<file path="config.mk">
export PLATFORM = sky130hd
export DESIGN_NAME = ecc_fir_bank
export DESIGN_NICKNAME = d
export VERILOG_FILES = /design/src/rtl/ecc_fir_pkg.sv /design/src/rtl/ecc_fir_tap.sv /design/src/rtl/ecc_fir_decode.sv /design/src/rtl/ecc_fir_bank.sv
export SDC_FILE = /design/constraint.sdc
export NUM_CORES = 2
export LEC_CHECK = 0
export BUFFER_PORTS_ARGS = -buffer_cell sky130_fd_sc_hd__buf_4
export CORE_MARGIN = 3
export CORE_UTILIZATION = 41
export CTS_BUF_LIST = sky130_fd_sc_hd__clkbuf_8
export CTS_CLUSTER_DIAMETER = 40
export DETAILED_ROUTE_END_ITERATION = 16
export GPL_TIMING_DRIVEN = 1
export PLACE_DENSITY = 0.62
export SKIP_LAST_GASP = 1
export SLEW_MARGIN = 20
export SYNTH_ARGS = -nofsm -noshare
export SYNTH_HDL_FRONTEND = slang
export SYNTH_HIERARCHICAL = 1
export SYNTH_SLANG_ARGS = --single-unit
</file>
<file path="constraint.sdc">
create_clock -name clk_i -period 8.6 [get_ports clk_i]
set_clock_uncertainty 0.1 [all_clocks]
set_input_delay 0.43 -clock clk_i [delete_from_list [all_inputs] [get_ports clk_i]]
set_output_delay 0.43 -clock clk_i [all_outputs]
set_load 0.005 [all_outputs]
</file>
<file path="src/rtl/ecc_fir_pkg.sv">
package ecc_fir_pkg;

  localparam int NDATA = 4;
  localparam int NCHK  = 3;

  // syndrome bit order: {guard1, guard2, guard3}
  typedef enum logic [2:0] {
    SYN_NONE = 3'b000,
    SYN_G3   = 3'b001,
    SYN_G2   = 3'b010,
    SYN_D3   = 3'b011,
    SYN_G1   = 3'b100,
    SYN_D2   = 3'b101,
    SYN_D1   = 3'b110,
    SYN_D0   = 3'b111
  } syn_e;

  // lanes summed into each guard, bit i = data lane i
  localparam logic [NDATA-1:0] GUARD_MEMB [NCHK] = '{4'b0111, 4'b1011, 4'b1101};

  function automatic int acc_width(input int dw, input int cw, input int taps);
    return dw + cw + 2 + $clog2(taps);
  endfunction

endpackage

</file>
<file path="src/rtl/ecc_fir_tap.sv">
module ecc_fir_tap #(
  parameter int IW   = 8,
  parameter int CW   = 8,
  parameter int TAPS = 4,
  parameter int AW   = 20,
  parameter logic [TAPS*CW-1:0] COEFS = '0
) (
  input  logic          clk_i,
  input  logic          rst_ni,
  input  logic          vld_i,
  input  logic [IW-1:0] x_i,
  output logic [AW-1:0] y_o,
  output logic          vld_o
);

  localparam int DL = TAPS - 1;

  logic signed [IW-1:0] dly_q [DL];
  logic signed [IW-1:0] win   [TAPS];
  logic signed [AW-1:0] acc;
  logic        [AW-1:0] y_q;
  logic                 vld_q;

  always_comb begin
    win[0] = $signed(x_i);
    for (int k = 1; k < TAPS; k++) win[k] = dly_q[k-1];
  end

  always_comb begin
    acc = '0;
    for (int k = 0; k < TAPS; k++)
      acc = acc + AW'(win[k]) * AW'($signed(COEFS[k*CW +: CW]));
  end

  always_ff @(posedge clk_i or negedge rst_ni) begin
    if (!rst_ni) begin
      for (int k = 0; k < DL; k++) dly_q[k] <= '0;
      y_q   <= '0;
      vld_q <= 1'b0;
    end else begin
      vld_q <= vld_i;
      if (vld_i) begin
        y_q      <= acc;
        dly_q[0] <= $signed(x_i);
        for (int k = 1; k < DL; k++) dly_q[k] <= dly_q[k-1];
      end
    end
  end

  assign y_o   = y_q;
  assign vld_o = vld_q;

  assert_fir_hold_R10: assert property (@(posedge clk_i) disable iff (!rst_ni)
    !$past(vld_i) |-> ($stable(y_q) && $stable(dly_q[0])));

  initial assert_taps_min_R1: assert (TAPS >= 2);

endmodule

</file>
<file path="src/rtl/ecc_fir_decode.sv">
module ecc_fir_decode
  import ecc_fir_pkg::*;
#(
  parameter int AW = 20
) (
  input  logic                        clk_i,
  input  logic                        rst_ni,
  input  logic                        vld_i,
  input  logic [NDATA-1:0][AW-1:0]    y_i,
  input  logic [NCHK-1:0][AW-1:0]     g_i,
  output logic [NDATA-1:0][AW-1:0]    y_o,
  output logic [2:0]                  syn_o,
  output logic                        err_o,
  output logic                        vld_o
);

  logic [NCHK-1:0][AW-1:0]  ref_sum;
  logic [2:0]               syn_c;
  logic [NDATA-1:0][AW-1:0] fix_c;

  logic [NDATA-1:0][AW-1:0] y_q;
  logic [2:0]               syn_q;
  logic                     err_q;
  logic                     vld_q;

  always_comb begin
    for (int j = 0; j < NCHK; j++) begin
      ref_sum[j] = '0;
      for (int i = 0; i < NDATA; i++)
        if (GUARD_MEMB[j][i]) ref_sum[j] = ref_sum[j] + y_i[i];
    end
    syn_c = {g_i[0] != ref_sum[0], g_i[1] != ref_sum[1], g_i[2] != ref_sum[2]};
  end

  always_comb begin
    fix_c = y_i;
    case (syn_e'(syn_c))
      SYN_D0:  fix_c[0] = g_i[0] - y_i[1] - y_i[2];
      SYN_D1:  fix_c[1] = g_i[0] - y_i[0] - y_i[2];
      SYN_D2:  fix_c[2] = g_i[0] - y_i[0] - y_i[1];
      SYN_D3:  fix_c[3] = g_i[1] - y_i[0] - y_i[1];
      default: ;  // clean or guard fault: pass through
    endcase
  end

  always_ff @(posedge clk_i or negedge rst_ni) begin
    if (!rst_ni) begin
      y_q   <= '0;
      syn_q <= '0;
      err_q <= 1'b0;
      vld_q <= 1'b0;
    end else begin
      vld_q <= vld_i;
      if (vld_i) begin
        y_q   <= fix_c;
        syn_q <= syn_c;
        err_q <= |syn_c;
      end
    end
  end

  assign y_o   = y_q;
  assign syn_o = syn_q;
  assign err_o = err_q;
  assign vld_o = vld_q;

  assert_vld_lat_R2: assert property (@(posedge clk_i) disable iff (!rst_ni)
    vld_q == $past(vld_i));

  assert_clean_pass_R3: assert property (@(posedge clk_i) disable iff (!rst_ni)
    $past(vld_i && syn_c == 3'b000) |-> (y_q == $past(y_i) && syn_q == 3'b000));

  assert_guard_fault_pass_R6: assert property (@(posedge clk_i) disable iff (!rst_ni)
    $past(vld_i && $countones(syn_c) == 1) |-> (y_q == $past(y_i) && err_q));

  assert_err_flag_R7: assert property (@(posedge clk_i) disable iff (!rst_ni)
    err_q == (syn_q != 3'b000));

  assert_out_hold_R10: assert property (@(posedge clk_i) disable iff (!rst_ni)
    !$past(vld_i) |-> ($stable(y_q) && $stable(syn_q)));

endmodule

</file>
<file path="src/rtl/ecc_fir_bank.sv">
module ecc_fir_bank
  import ecc_fir_pkg::*;
#(
  parameter int DW   = 8,
  parameter int CW   = 8,
  parameter int TAPS = 4,
  parameter logic [TAPS*CW-1:0] COEFS = 32'h03FB_0702,
  localparam int AW  = ecc_fir_pkg::acc_width(DW, CW, TAPS)
) (
  input  logic               clk_i,
  input  logic               rst_ni,
  input  logic               vld_i,
  input  logic [4*DW-1:0]    x_i,
  input  logic               fault_en_i,
  input  logic [2:0]         fault_sel_i,
  input  logic [AW-1:0]      fault_mask_i,
  output logic [4*AW-1:0]    y_o,
  output logic               vld_o,
  output logic [2:0]         syn_o,
  output logic               err_o
);

  localparam int GW = DW + 2;
  localparam int NF = NDATA + NCHK;

  logic [NDATA-1:0][AW-1:0] y_raw, y_flt;
  logic [NCHK-1:0][AW-1:0]  g_raw, g_flt;
  logic [NCHK-1:0][GW-1:0]  g_in;
  logic [NF-1:0]            fvld;
  logic                     fvld_all;
  logic [NDATA-1:0][AW-1:0] y_fix;

  // guard inputs: widened sums of their member lanes
  always_comb begin
    for (int j = 0; j < NCHK; j++) begin
      g_in[j] = '0;
      for (int i = 0; i < NDATA; i++)
        if (GUARD_MEMB[j][i]) g_in[j] = g_in[j] + GW'($signed(x_i[i*DW +: DW]));
    end
  end

  for (genvar i = 0; i < NDATA; i++) begin : g_data
    ecc_fir_tap #(.IW(DW), .CW(CW), .TAPS(TAPS), .AW(AW), .COEFS(COEFS)) u_tap (
      .clk_i (clk_i),
      .rst_ni(rst_ni),
      .vld_i (vld_i),
      .x_i   (x_i[i*DW +: DW]),
      .y_o   (y_raw[i]),
      .vld_o (fvld[i])
    );
    assign y_flt[i] = y_raw[i] ^
      ((fault_en_i && fault_sel_i == 3'(i)) ? fault_mask_i : '0);
  end

  for (genvar j = 0; j < NCHK; j++) begin : g_guard
    ecc_fir_tap #(.IW(GW), .CW(CW), .TAPS(TAPS), .AW(AW), .COEFS(COEFS)) u_tap (
      .clk_i (clk_i),
      .rst_ni(rst_ni),
      .vld_i (vld_i),
      .x_i   (g_in[j]),
      .y_o   (g_raw[j]),
      .vld_o (fvld[NDATA+j])
    );
    assign g_flt[j] = g_raw[j] ^
      ((fault_en_i && fault_sel_i == 3'(NDATA + j)) ? fault_mask_i : '0);
  end

  assign fvld_all = &fvld;

  ecc_fir_decode #(.AW(AW)) u_dec (
    .clk_i (clk_i),
    .rst_ni(rst_ni),
    .vld_i (fvld_all),
    .y_i   (y_flt),
    .g_i   (g_flt),
    .y_o   (y_fix),
    .syn_o (syn_o),
    .err_o (err_o),
    .vld_o (vld_o)
  );

  assign y_o = y_fix;

  assert_no_false_syn_R9: assert property (@(posedge clk_i) disable iff (!rst_ni)
    $past(fvld_all && !fault_en_i) |-> syn_o == 3'b000);

  assert_fault_off_R8: assert property (@(posedge clk_i) disable iff (!rst_ni)
    $past(fvld_all && !fault_en_i) |-> y_o == $past(y_raw));

endmodule

</file>
# Word-level counts from Yosys, hierarchy flattened
# Cells that the tools add are included.
[word_totals]
ff_bits = 412
in_bits = 59
output_inout_bits = 85
elab_cells = 135
[classes]
addsub = 38
mul = 21
n_eq_ne = 13
mux = 11
bitwise = 7
n_reduce_logical = 9
[op_table]
columns = ["operator", "n"]
rows = [
  ["$add 20x20->20", 19],
  ["$mux 20", 11],
  ["$sub 20x20->20", 7],
  ["$xor 20x20->20", 7],
  ["$mul 8x4->12 const B", 8],
  ["$mul 10x4->14 const B", 6],
  ["$ne 20x20->1", 3],
  ["$add 9x12->13", 4],
  ["$add 11x14->15", 3],
  ["$mul 8x3->11 const B", 4],
  ["$mul 10x3->13 const B", 3],
  ["$add 9x8->10", 3],
  ["$add 8x8->9", 2],
  ["$eq 3x3->1 const B", 6],
  ["$eq 3x2->1 const B", 3],
  ["$logic_and 1x1->1", 7],
  ["$eq 3x1->1 const B", 1],
  ["$logic_not 3->1", 1],
  ["$reduce_or 3->1", 1],
]

# Logic depth before layout (Yosys ltp)
[logic_depth]
ltp_word = 9
mapped_depth = 33
depth_no_buf = 32

# Modules after synthesis
# Netlist, hierarchy kept.
[modules_own_cells]
columns = ["mod", "n_inst", "cells_each", "area_per_inst_um2", "seq_area_each_um2"]
rows = [
  ["ecc_fir_decode", 1, 1717, 14209.9, 2127.0],
  ["ecc_fir_tap (g_guard[0].u_tap ...)", 2, 599, 5665.4, 1276.2],
  ["ecc_fir_tap (g_data[2].u_tap ...)", 2, 510, 4763.3, 1126.1],
  ["ecc_fir_tap (g_guard[2].u_tap)", 1, 584, 5607.9, 1276.2],
  ["ecc_fir_tap (g_data[0].u_tap)", 1, 498, 4737.0, 1126.1],
  ["ecc_fir_tap (g_data[1].u_tap)", 1, 496, 4724.5, 1126.1],
  ["ecc_fir_bank", 1, 493, 3390.8, 0.0],
]

# Worst setup path after synthesis
# No wires, ideal clock.
[synth_path]
path_kind = "input port to flip-flop"
start = "input port fault_sel_i[2]"
end = "register u_dec.y_q, in the netlist u_dec/y_o[71]"
setup_time_ns = 0.124
arrival_time_ns = 7.031
path_slack_ns = 1.345
stages = 31
n_path_buf = 2
path_cell_list = "nand2b_1 nor3_1 buf_2 nand2_1 xnor2_1 inv_1 ha_1 nor2b_1 o21ai_0 a21boi_0 o21ai_0 a21oi_1 o21a_1 o31a_1 or4_1 a31o_2 o41ai_1 xnor2_1 ha_1 xnor2_1 a211o_1 nor4_1 o221ai_1 a2111o_1 nor4_1 o2111ai_1 nor4_4 nand4b_1 clkbuf_1 and3_1 a211o_1"
[synth_lines]
columns = ["element", "line_no", "source"]
rows = [
  ["start: declaration", "ecc_fir_bank.sv:15", "input logic [2:0] fault_sel_i,"],
  ["end signal: assignment", "ecc_fir_decode.sv:55", "y_q <= fix_c;"],
  ["end: declaration", "ecc_fir_decode.sv:21", "logic [NDATA-1:0][AW-1:0] y_q;"],
]

==> out/summary.txt <==
die area: 135000 µm²
grt total ovfl: 0
final setup vio count: 0
worst slew pin tran: 1050 ps
CTS Buf Count: 102
critical path's most frequent cell: xnor2_1
slowest cell on the critical path: or4_1
FF-to-FF setup slack: 870 ps
Crit path largest cell delay: 470 ps
initial antenna violation count: 6
Critical Path Fanout Max: 40
share of the synthesized area in the top cell type: 19.5%
Hold Path Class: in2async
Global Route Usage Sum: 24.8%
Vias: 44300
synth-to-layout area growth: 12.3%
Main synth FF type: dfrtp_1
vias in the first global route: 43600
Reg area: 10500 µm²
Cells after Synth: 6006
Synth cell types: 98
Slew headroom: 29.7%
GP Congestion: 1.01
global-route wire length before repair: 260 mm
commonest non-fill, non-tap cell in the layout: inv_1
register area share after synthesis: 19.5%
RR Endpoint: u_dec/y_o[70]
FF+latch count, synth: 418
fill count: 12500
MaxCap Viol Count: 0
Yosys top cell by area: dfrtp_1
input/output buffers: 143
core area: 129000 µm²
I/O pins: 144
ys async rst share: 100%
Worst R2R Start: g_data[1].u_tap/y_o[2]
Die Width: 367 µm
area of the multi-input gates: 39500 µm²
Post-route DRC: 0
CTS H-tree depth: 3
CTS tree: done
share of cells above drive strength 1: 10.6%
drt first pass iters: 6
CP arrival: 8360 ps
Final nets: 7480
Initial Util: 41.6%
final hold vios: 0
ranking of synthesized cells by area: dfrtp_1 20%, ha_1 19%, fa_1 12%, xnor2_1 7.6%, inv_1 5.8%
largest net degree at the start of global routing: 127
antenna-violating nets left: 0
max-slew violation count: 0
crit path launch type: input port
final setup TNS: 0 ps
crit path time final: 7750 ps
Warnings, synthesis: 6
HPWL after DPL: 139 mm
CTS sink count: 418
average size of a mapped cell: 8.91 µm²
R2R cell count: 28
Fmax: 0.129 GHz
WL final: 169 mm
syn_nets: 7209
1st-iter DRT viols: 2945
status: completed
CP Capture Type: register
vias per cell: 5.47
post-synth design cell area: 53500 µm²
EDFF count, synth: 0
Crit Path Class: in2reg
RSZ-0062 raised after global routing: false
period utilisation layout: 90.1%
Critical Path RT: 9210 ps
Avg WL per Cell: 20.8 µm
clk slew on worst S/H paths: 60 ps
CTS Root Cell: clkbuf_8
commonest cells after routing, fill and taps aside: 844 x inv_1, 820 x ha_1, 524 x nand2_1, 465 x xnor2_1, 418 x dfrtp_1
die height: 367 µm
Clk Latency, worst-skew pair: 830 ps
post-CTS setup buffer count: 0
row cnt: 131
Clock Path Buffers: 3
-- flip-flops by register name, summed over array words and instances, names as in the netlist --
signal               count
g_data.u_tap/y_o        80
u_dec/err_o              1
g_data.u_tap/vld_o       4
g_guard.u_tap/dly_q     90
g_guard.u_tap/vld_o      3
u_dec/vld_o              1
u_dec/y_o               80
u_dec/syn_o              3
g_data.u_tap/dly_q      96
g_guard.u_tap/y_o       60
-- how the worst max path moves through the flow --
stage | start | endpoint | slack, ps | cells after the start
after detailed placement | fault_sel_i[2] | u_dec/y_o[70] | 120 | 33
final | fault_sel_i[2] | u_dec/y_o[70] | 850 | 33
after CTS | g_data[1].u_tap/y_o[2] | u_dec/y_o[71] | 970 | 28
after global placement | fault_sel_i[2] | u_dec/y_o[71] | 290 | 33
after floorplan | fault_sel_i[2] | u_dec/y_o[71] | 1340 | 31
after global routing | fault_sel_i[2] | u_dec/y_o[70] | 300 | 33
-- Yosys cell counts (46+ instances only) --
cell type and number:
a211oi_1 56, a21o_1 117, a21oi_1 309, and3_1 46
clkbuf_1 72, dfrtp_1 418, fa_1 324, ha_1 820
inv_1 820, mux2_2 155, nand2_1 524, nand2b_1 63
nand3_1 118, nor2_1 274, nor2b_1 64, nor3_1 140
o21a_1 66, o21ai_0 293, xnor2_1 465, xor2_1 161
-- critical path, delay by kind of cell --
family / cells / cell delay, ps
adder cells (fa/ha/maj): 2 / 660
XOR/XNOR: 3 / 620
AO/OA/AOI/OAI: 13 / 3440
AND/OR/NAND/NOR: 10 / 2310
buffers and inverters: 5 / 860
-- per-layer routing --
layer,wire [µm],GRT usage [%]
met5,11,0
met4,4800,7.34
met3,9610,3.72
met2,75200,39.8
met1,79100,34.6
-- cell families (layout without fill, tap and decap cells) --
group / after synthesis / in the layout / synth area share (%)
compound gates: 1269 / 1269 / 15.8
xor+xnor: 628 / 628 / 10.3
fa+ha+maj: 1144 / 1144 / 31.3
buf+inv: 948 / 1306 / 6.80
flops: 418 / 418 / 19.5
mux: 178 / 178 / 3.72
other cells: 0 / 3 / 0
simple gates: 1421 / 1421 / 12.5
-- per-stage QoR --
step / utilization (%) / hold slack, ps / setup slack (ps) / instances / cell area [µm²]
3_5_place_dp: 44.4 / 337 / 125 / 7867 / 57200
5_1_grt: 46.7 / 106 / 297 / 8094 / 60100
4_1_cts: 46.7 / 15.7 / 965 / 8092 / 60100
3_3_place_gp: 44.4 / 328 / 288 / 7866 / 57200
6_report: 46.7 / 55.1 / 851 / 8096 / 60100
2_1_floorplan: - / 34.4 / 1340 / 6006 / 53500
-- layout make-up --
type | instances | area share [%]
diodes | 3 | 0.0125
clock buffers | 117 | 2.68
clock inverters | 74 | 1.55
inverters | 826 | 5.16
multi-input cells | 4640 | 65.7
flip-flops and latches | 418 | 17.4
well taps | 1729 | 3.60
repair buffers | 289 | 3.88
-- timing repair --
item / in CTS / in global routing
hold buffers: 34 / 0
resized for setup: 0 / 0
endpoints found under the hold margin: 112 / 0
Power is not shown: default switching activity piles up to over one toggle a cycle in this logic, so the estimate is an artifact.
